===== src/rtl/strobe_pkg.sv =====
package strobe_pkg;

  // Decoded per-line strobe set before override masking
  typedef struct packed {
    logic ckv;
    logic stv;
    logic oe;
    logic stb;
    logic gv;
  } gate_strobe_t;

endpackage


===== src/rtl/strobe_line_timer.sv =====
module strobe_line_timer #(
  parameter int CW = 8
) (
  input  logic          clk,
  input  logic          rst_n,
  input  logic          line_start,
  input  logic          frame_start,
  output logic          run,
  output logic [CW-1:0] cnt,
  output logic          frame_line,
  output logic          frame_phase
);

  localparam logic [CW-1:0] CNT_MAX = {CW{1'b1}};

  logic          run_d;
  logic [CW-1:0] cnt_d;
  logic          fl_d;
  logic          ph_d;

  always_comb begin
    run_d = run;
    cnt_d = cnt;
    fl_d  = frame_line;
    ph_d  = frame_phase;
    if (line_start) begin
      run_d = 1'b1;
      cnt_d = '0;
      fl_d  = frame_start;
      if (frame_start) ph_d = ~frame_phase;
    end else if (run && (cnt != CNT_MAX)) begin
      cnt_d = cnt + 1'b1;
    end
  end

  always_ff @(posedge clk or negedge rst_n) begin
    if (!rst_n) begin
      run         <= 1'b0;
      cnt         <= '0;
      frame_line  <= 1'b0;
      frame_phase <= 1'b0;
    end else begin
      run         <= run_d;
      cnt         <= cnt_d;
      frame_line  <= fl_d;
      frame_phase <= ph_d;
    end
  end

endmodule


===== src/rtl/strobe_window.sv =====
module strobe_window #(
  parameter int CW    = 8,
  parameter int START = 0,
  parameter int LEN   = 1
) (
  input  logic          en,
  input  logic [CW-1:0] cnt,
  output logic          active
);

  localparam int          STOP_I = START + LEN;
  localparam logic [CW:0] LO     = START[CW:0];
  localparam logic [CW:0] HI     = STOP_I[CW:0];

  logic [CW:0] cnt_x;

  assign cnt_x  = {1'b0, cnt};
  assign active = en && (cnt_x >= LO) && (cnt_x < HI);

endmodule


===== src/rtl/strobe_polarity.sv =====
module strobe_polarity #(
  parameter int CW  = 8,
  parameter int TOG = 25
) (
  input  logic          clk,
  input  logic          rst_n,
  input  logic          run,
  input  logic [CW-1:0] cnt,
  input  logic          frame_line,
  input  logic          frame_phase,
  output logic          pol
);

  localparam logic [CW-1:0] TOG_AT = TOG[CW-1:0];

  logic pol_d;
  logic pol_en;

  assign pol_en = run && (cnt == TOG_AT);

  always_comb begin
    pol_d = pol;
    if (pol_en) pol_d = frame_line ? frame_phase : ~pol;
  end

  always_ff @(posedge clk or negedge rst_n) begin
    if (!rst_n) pol <= 1'b0;
    else        pol <= pol_d;
  end

endmodule


===== src/rtl/panel_strobe_gen.sv =====
module panel_strobe_gen #(
  parameter int CW          = 8,
  parameter int CKV_RISE    = 4,
  parameter int CKV_HIGH    = 20,
  parameter int STV_HOLD    = 2,
  parameter int OE_START    = 2,
  parameter int OE_LEN_FAST = 5,
  parameter int OE_LEN_SLOW = 6,
  parameter int STB_START   = 30,
  parameter int STB_LEN     = 4,
  parameter int POL_SETUP   = 4,
  parameter int GV_DELAY    = 0,
  parameter int GV_LEN      = 3
) (
  input  logic clk,
  input  logic rst_n,
  input  logic line_start,
  input  logic frame_start,
  input  logic all_on_req,
  input  logic fast_rate,
  output logic gate_clk,
  output logic gate_start,
  output logic gate_oe,
  output logic all_on_n,
  output logic src_latch,
  output logic col_pol,
  output logic gate_shape
);
  import strobe_pkg::*;

  localparam int STV_LEN  = CKV_RISE + STV_HOLD;
  localparam int GV_START = CKV_RISE + CKV_HIGH + GV_DELAY;
  localparam int POL_TOG  = STB_START - POL_SETUP - 1;

  // reset: asserted asynchronously, released on a clock edge
  logic rst_meta, rst_n_i;
  always_ff @(posedge clk or negedge rst_n) begin
    if (!rst_n) begin
      rst_meta <= 1'b0;
      rst_n_i  <= 1'b0;
    end else begin
      rst_meta <= 1'b1;
      rst_n_i  <= rst_meta;
    end
  end

  logic          run, frame_line, frame_phase;
  logic [CW-1:0] cnt;

  strobe_line_timer #(.CW(CW)) timer_i (
    .clk(clk), .rst_n(rst_n_i), .line_start(line_start),
    .frame_start(frame_start), .run(run), .cnt(cnt),
    .frame_line(frame_line), .frame_phase(frame_phase)
  );

  gate_strobe_t dec;
  logic         oe_fast, oe_slow;

  strobe_window #(.CW(CW), .START(CKV_RISE), .LEN(CKV_HIGH)) ckv_w (
    .en(run), .cnt(cnt), .active(dec.ckv));
  strobe_window #(.CW(CW), .START(0), .LEN(STV_LEN)) stv_w (
    .en(run && frame_line), .cnt(cnt), .active(dec.stv));
  strobe_window #(.CW(CW), .START(STB_START), .LEN(STB_LEN)) stb_w (
    .en(run), .cnt(cnt), .active(dec.stb));
  strobe_window #(.CW(CW), .START(GV_START), .LEN(GV_LEN)) gv_w (
    .en(run), .cnt(cnt), .active(dec.gv));

  // one window per supported refresh rate
  generate
    if (OE_LEN_FAST == OE_LEN_SLOW) begin : g_oe_one
      strobe_window #(.CW(CW), .START(OE_START), .LEN(OE_LEN_FAST)) oe_w (
        .en(run), .cnt(cnt), .active(oe_fast));
      assign oe_slow = oe_fast;
    end else begin : g_oe_two
      strobe_window #(.CW(CW), .START(OE_START), .LEN(OE_LEN_FAST)) oe_f (
        .en(run), .cnt(cnt), .active(oe_fast));
      strobe_window #(.CW(CW), .START(OE_START), .LEN(OE_LEN_SLOW)) oe_s (
        .en(run), .cnt(cnt), .active(oe_slow));
    end
  endgenerate

  logic rate_q, rate_d;
  logic allon_n_q, allon_n_d;

  assign rate_d    = fast_rate;
  assign allon_n_d = ~all_on_req;

  always_ff @(posedge clk or negedge rst_n_i) begin
    if (!rst_n_i) begin
      rate_q    <= 1'b0;
      allon_n_q <= 1'b1;
    end else begin
      rate_q    <= rate_d;
      allon_n_q <= allon_n_d;
    end
  end

  assign dec.oe = rate_q ? oe_fast : oe_slow;

  strobe_polarity #(.CW(CW), .TOG(POL_TOG)) pol_i (
    .clk(clk), .rst_n(rst_n_i), .run(run), .cnt(cnt),
    .frame_line(frame_line), .frame_phase(frame_phase), .pol(col_pol));

  // all-on override outranks blanking and parks the shift clock
  assign gate_clk   = dec.ckv & allon_n_q;
  assign gate_oe    = dec.oe  & allon_n_q;
  assign gate_start = dec.stv;
  assign src_latch  = dec.stb;
  assign gate_shape = dec.gv;
  assign all_on_n   = allon_n_q;

endmodule


===== config.mk =====
export PLATFORM = sky130hd
export DESIGN_NAME = panel_strobe_gen
export DESIGN_NICKNAME = d
export VERILOG_FILES = /design/src/rtl/strobe_pkg.sv /design/src/rtl/strobe_line_timer.sv /design/src/rtl/strobe_window.sv /design/src/rtl/strobe_polarity.sv /design/src/rtl/panel_strobe_gen.sv
export SDC_FILE = /design/constraint.sdc
export NUM_CORES = 1
export LEC_CHECK = 0
export BUFFER_PORTS_ARGS = -buffer_cell sky130_fd_sc_hd__buf_4
export CAP_MARGIN = 25
export CELL_PAD_IN_SITES_DETAIL_PLACEMENT = 0
export CELL_PAD_IN_SITES_GLOBAL_PLACEMENT = 2
export CORE_AREA = 10 10 66 68
export DETAILED_ROUTE_END_ITERATION = 8
export DIE_AREA = 0 0 76 78
export PLACE_DENSITY_LB_ADDON = 0.15
export RECOVER_POWER = 50
export SETUP_SLACK_MARGIN = 0.4
export SYNTH_ARGS = -nofsm -noshare
export SYNTH_HDL_FRONTEND = slang
export SYNTH_HIERARCHICAL = 1
export SYNTH_SLANG_ARGS = --single-unit

===== constraint.sdc =====
create_clock -name clk -period 2.2 [get_ports clk]
set_input_delay 0.44 -clock clk [delete_from_list [all_inputs] [get_ports clk]]
set_output_delay 0.44 -clock clk [all_outputs]
set_load 0.05 [all_outputs]

==> impl_metrics.tcl <==
set metrics [dict create \
    outcome "finished, violations left" \
    violations "negative setup slack" \
    placed_area_sq_um 1240 \
    synthDistinctLibCells 46 \
    clock_tree.root_cell "clkbuf_4" \
    cts_num_sinks 16 \
    fin_util_pct 43.5 \
    critical_path.max_fanout 3 \
    grt_pass1_vias 884 \
    drt_iter0_markers 31 \
    netlist_instances 103 \
    hold_violations 0 \
    pwr-share-seq_pct 51.5 \
    numCtsBuffers 3 \
    fin_crit_ns 2.30 \
    insertedDiodeCount 0 \
    cpPeakStageDelay_ns 0.48 \
    endpoint_kind "output port" \
    grt_pass1_wl_mm 4.11 \
    antenna_found_initial 0 \
    design_area_sq_um 1380 \
    switchingPower_uw 190 \
    hold_path.class "register to asynchronous set/reset pin" \
    powerDensity_nw_per_um2 484 \
    clk_pin_slew_ns 0.10 \
    synth-edff-count 0 \
    clk_path_buf_depth 2 \
    worstSetupStartpoint "timer_i/cnt[5]$_DFFE_PN0P_" \
    path_cells "buf_4 > buf_6 > or4b_4 > a2111oi_4 > buf_6" \
    reg2reg_from "timer_i/cnt[1]$_DFFE_PN0P_" \
    fin_worst_skew_ns 0.00741 \
    dieHeight_microns 78 \
    io_buffers 12 \
    syn_area_sq_um 1030 \
    critPathKind "register to output port" \
    antenna_left 0 \
    fmax_mhz 434 \
    ir_drop_v 0.000229 \
    report.final.slew_viol_count 0 \
    drt-pass1-iter-count 4 \
    dpl_worst_slack_ns 0.153 \
    most-common-layout-cells "buf_4, dfrtp_1, inv_1" \
    fin_crit_sh_pct 105 \
    area_delta_synth_final_pct 34.6 \
    crit_arrival_ns 1.86 \
    htreeDepth 1 \
    cts_tree "built" \
    start_kind "register" \
    grt_setup_unrepaired "yes" \
    drc 0 \
    ys_warn_count 6 \
    crit_top_cell "buf_6" \
    ys.flop_type "dfrtp_1" \
    coreArea_sq_um 3180 \
    dp_hpwl_mm 1.76 \
    drv_cap 0 \
    grt_usage_pct 8.33 \
    synth-async-reset-ratio_pct 100 \
    crit_required_ns 1.76 \
    vias_per_cell 5.17 \
    tightest_slew_ns 0.580 \
    grt_max_degree 16 \
    swShare_pct 28.4 \
    slew_headroom_pct 61.3 \
    gp_congestion 0.707 \
    ys_ff_latch 16 \
    layout.nets 136 \
    syn_area_per_cell_sq_um 9.97 \
    p_comb_share_pct 19.2 \
    die_w_microns 76 \
    initial_core_util_pct 32.3 \
    dieArea_sq_um 5930 \
    vias 900 \
    wl_per_cell_microns 14.2 \
    grt-ovfl-total 0 \
    pin_count 13 \
    drive_above_1_share_pct 39.8 \
    p_leak_uw 0.000590 \
    final_common_cell "buf_4" \
    drt-total-wl_mm 2.47 \
    clk_latency_ns 0.29 \
    setup_viol 3 \
    p_int_uw 480 \
    setup_slack_ns -0.103 \
    cpMaxStageDelayCell "or4b_4" \
    clock_power_share_pct 29.3 \
    ys_seq_area_share_pct 39.1 \
    num_rows 21 \
    syn-num-nets 110 \
]
-- worst max-delay path, delay by kind of cell, from the launching register on --
kind / cells / cell delay [ns]
simple gates: 1 / 0.48
compound gates: 1 / 0.22
buf+inv: 3 / 0.46
flops: 1 / 0.42
-- power by group through the flow --
stage	combinational (uW)	clock [uW]	sequential (uW)
after floorplan	76.7	0	351
after detailed placement	115	0	353
after CTS	122	206	348
final	129	196	345
after global placement	114	0	352
after global routing	142	212	351
-- routing by layer --
metal	global-route usage, %	share of wire [%]	up-vias
li1	-	-	426
met1	9.89	44	451
met2	13.7	51	18
met3	1.15	2.7	5
met4	5.68	2.5	0
met5	0	0	-
-- cells in the mapped netlist, types with 2 or more instances --
master | count | area, sq um
buf_2 | 2 | 10.0
a211oi_1 | 2 | 15.0
nand2_1 | 6 | 22.5
nand2b_1 | 2 | 12.5
a21oi_1 | 3 | 15.0
a211oi_2 | 2 | 25.0
nor2b_1 | 5 | 31.3
mux2i_1 | 2 | 20.0
inv_1 | 8 | 30.0
dfrtp_1 | 15 | 375
nor4b_2 | 2 | 30.0
nand3_1 | 4 | 20.0
nand4_1 | 4 | 25.0
and2_1 | 2 | 12.5
a41oi_1 | 2 | 17.5
o21ai_0 | 2 | 10.0
mux2_1 | 2 | 22.5
nor3_1 | 5 | 25.0
or4b_1 | 2 | 20.0
nor2_1 | 5 | 18.8
-- flip-flops by register name, indices dropped and copies added, names as in the netlist --
name	count
pol_i/pol	1
rate_q	1
all_on_n	1
timer_i/frame_line	1
rst_n_i	1
timer_i/cnt	8
timer_i/frame_phase	1
timer_i/run	1
rst_meta	1
-- cells by family after synthesis --
logic type	after synthesis	share of synthesized area (%)
AOI/OAI and AO/OA	18	16.3
xor gates and xnor gates	1	0.853
adders and majority gates	1	1.22
buffers and inverters	13	5.48
DFF	16	39.1
muxes	5	5.60
other	1	0.365
and+or+nand+nor	48	31.1
-- per-stage QoR --
stage                     total power [uW]  TNS [ns]  instances  hold slack, ns
after detailed placement               468         0        164           0.224
after floorplan                        427         0        103           0.144
after global routing                   705    -0.496        174           0.263
final                                  670    -0.250        174           0.235
after global placement                 466         0        164           0.223
after CTS                              676    -0.331        173           0.234
-- cell type report --
| class | count | area (sq um) |
|---|---|---|
| clock buffers | 4 | 36.3 |
| repair buffers | 26 | 231 |
| fillers | 321 | 1800 |
| multi-input cells | 74 | 621 |
| inverters | 8 | 30.0 |
| flip-flops and latches | 16 | 407 |
| well taps | 46 | 57.6 |
-- worst paths after layout --
path,cells past startpoint,slack [ns],to
worst max-delay path,5,-0.10,gate_shape
worst min-delay path,0,0.24,timer_i/cnt[0]$_DFFE_PN0P_
worst max register to register,5,0.44,timer_i/cnt[5]$_DFFE_PN0P_
worst min register to register,0,0.24,timer_i/cnt[0]$_DFFE_PN0P_
max in group asynchronous,0,1.55,timer_i/cnt[5]$_DFFE_PN0P_
min in group clk,2,0.27,all_on_n$_DFF_PN1_
-- repair_timing --
item / in CTS / in global routing
setup endpoints to repair: 5 / 7
pin swaps: 2 / 5
endpoints found under the hold margin: 2 / 0
hold buffers: 1 / 0
gates resized for setup: 10 / 7
setup buffers: 4 / 1
(Power assumes the default switching activity.)
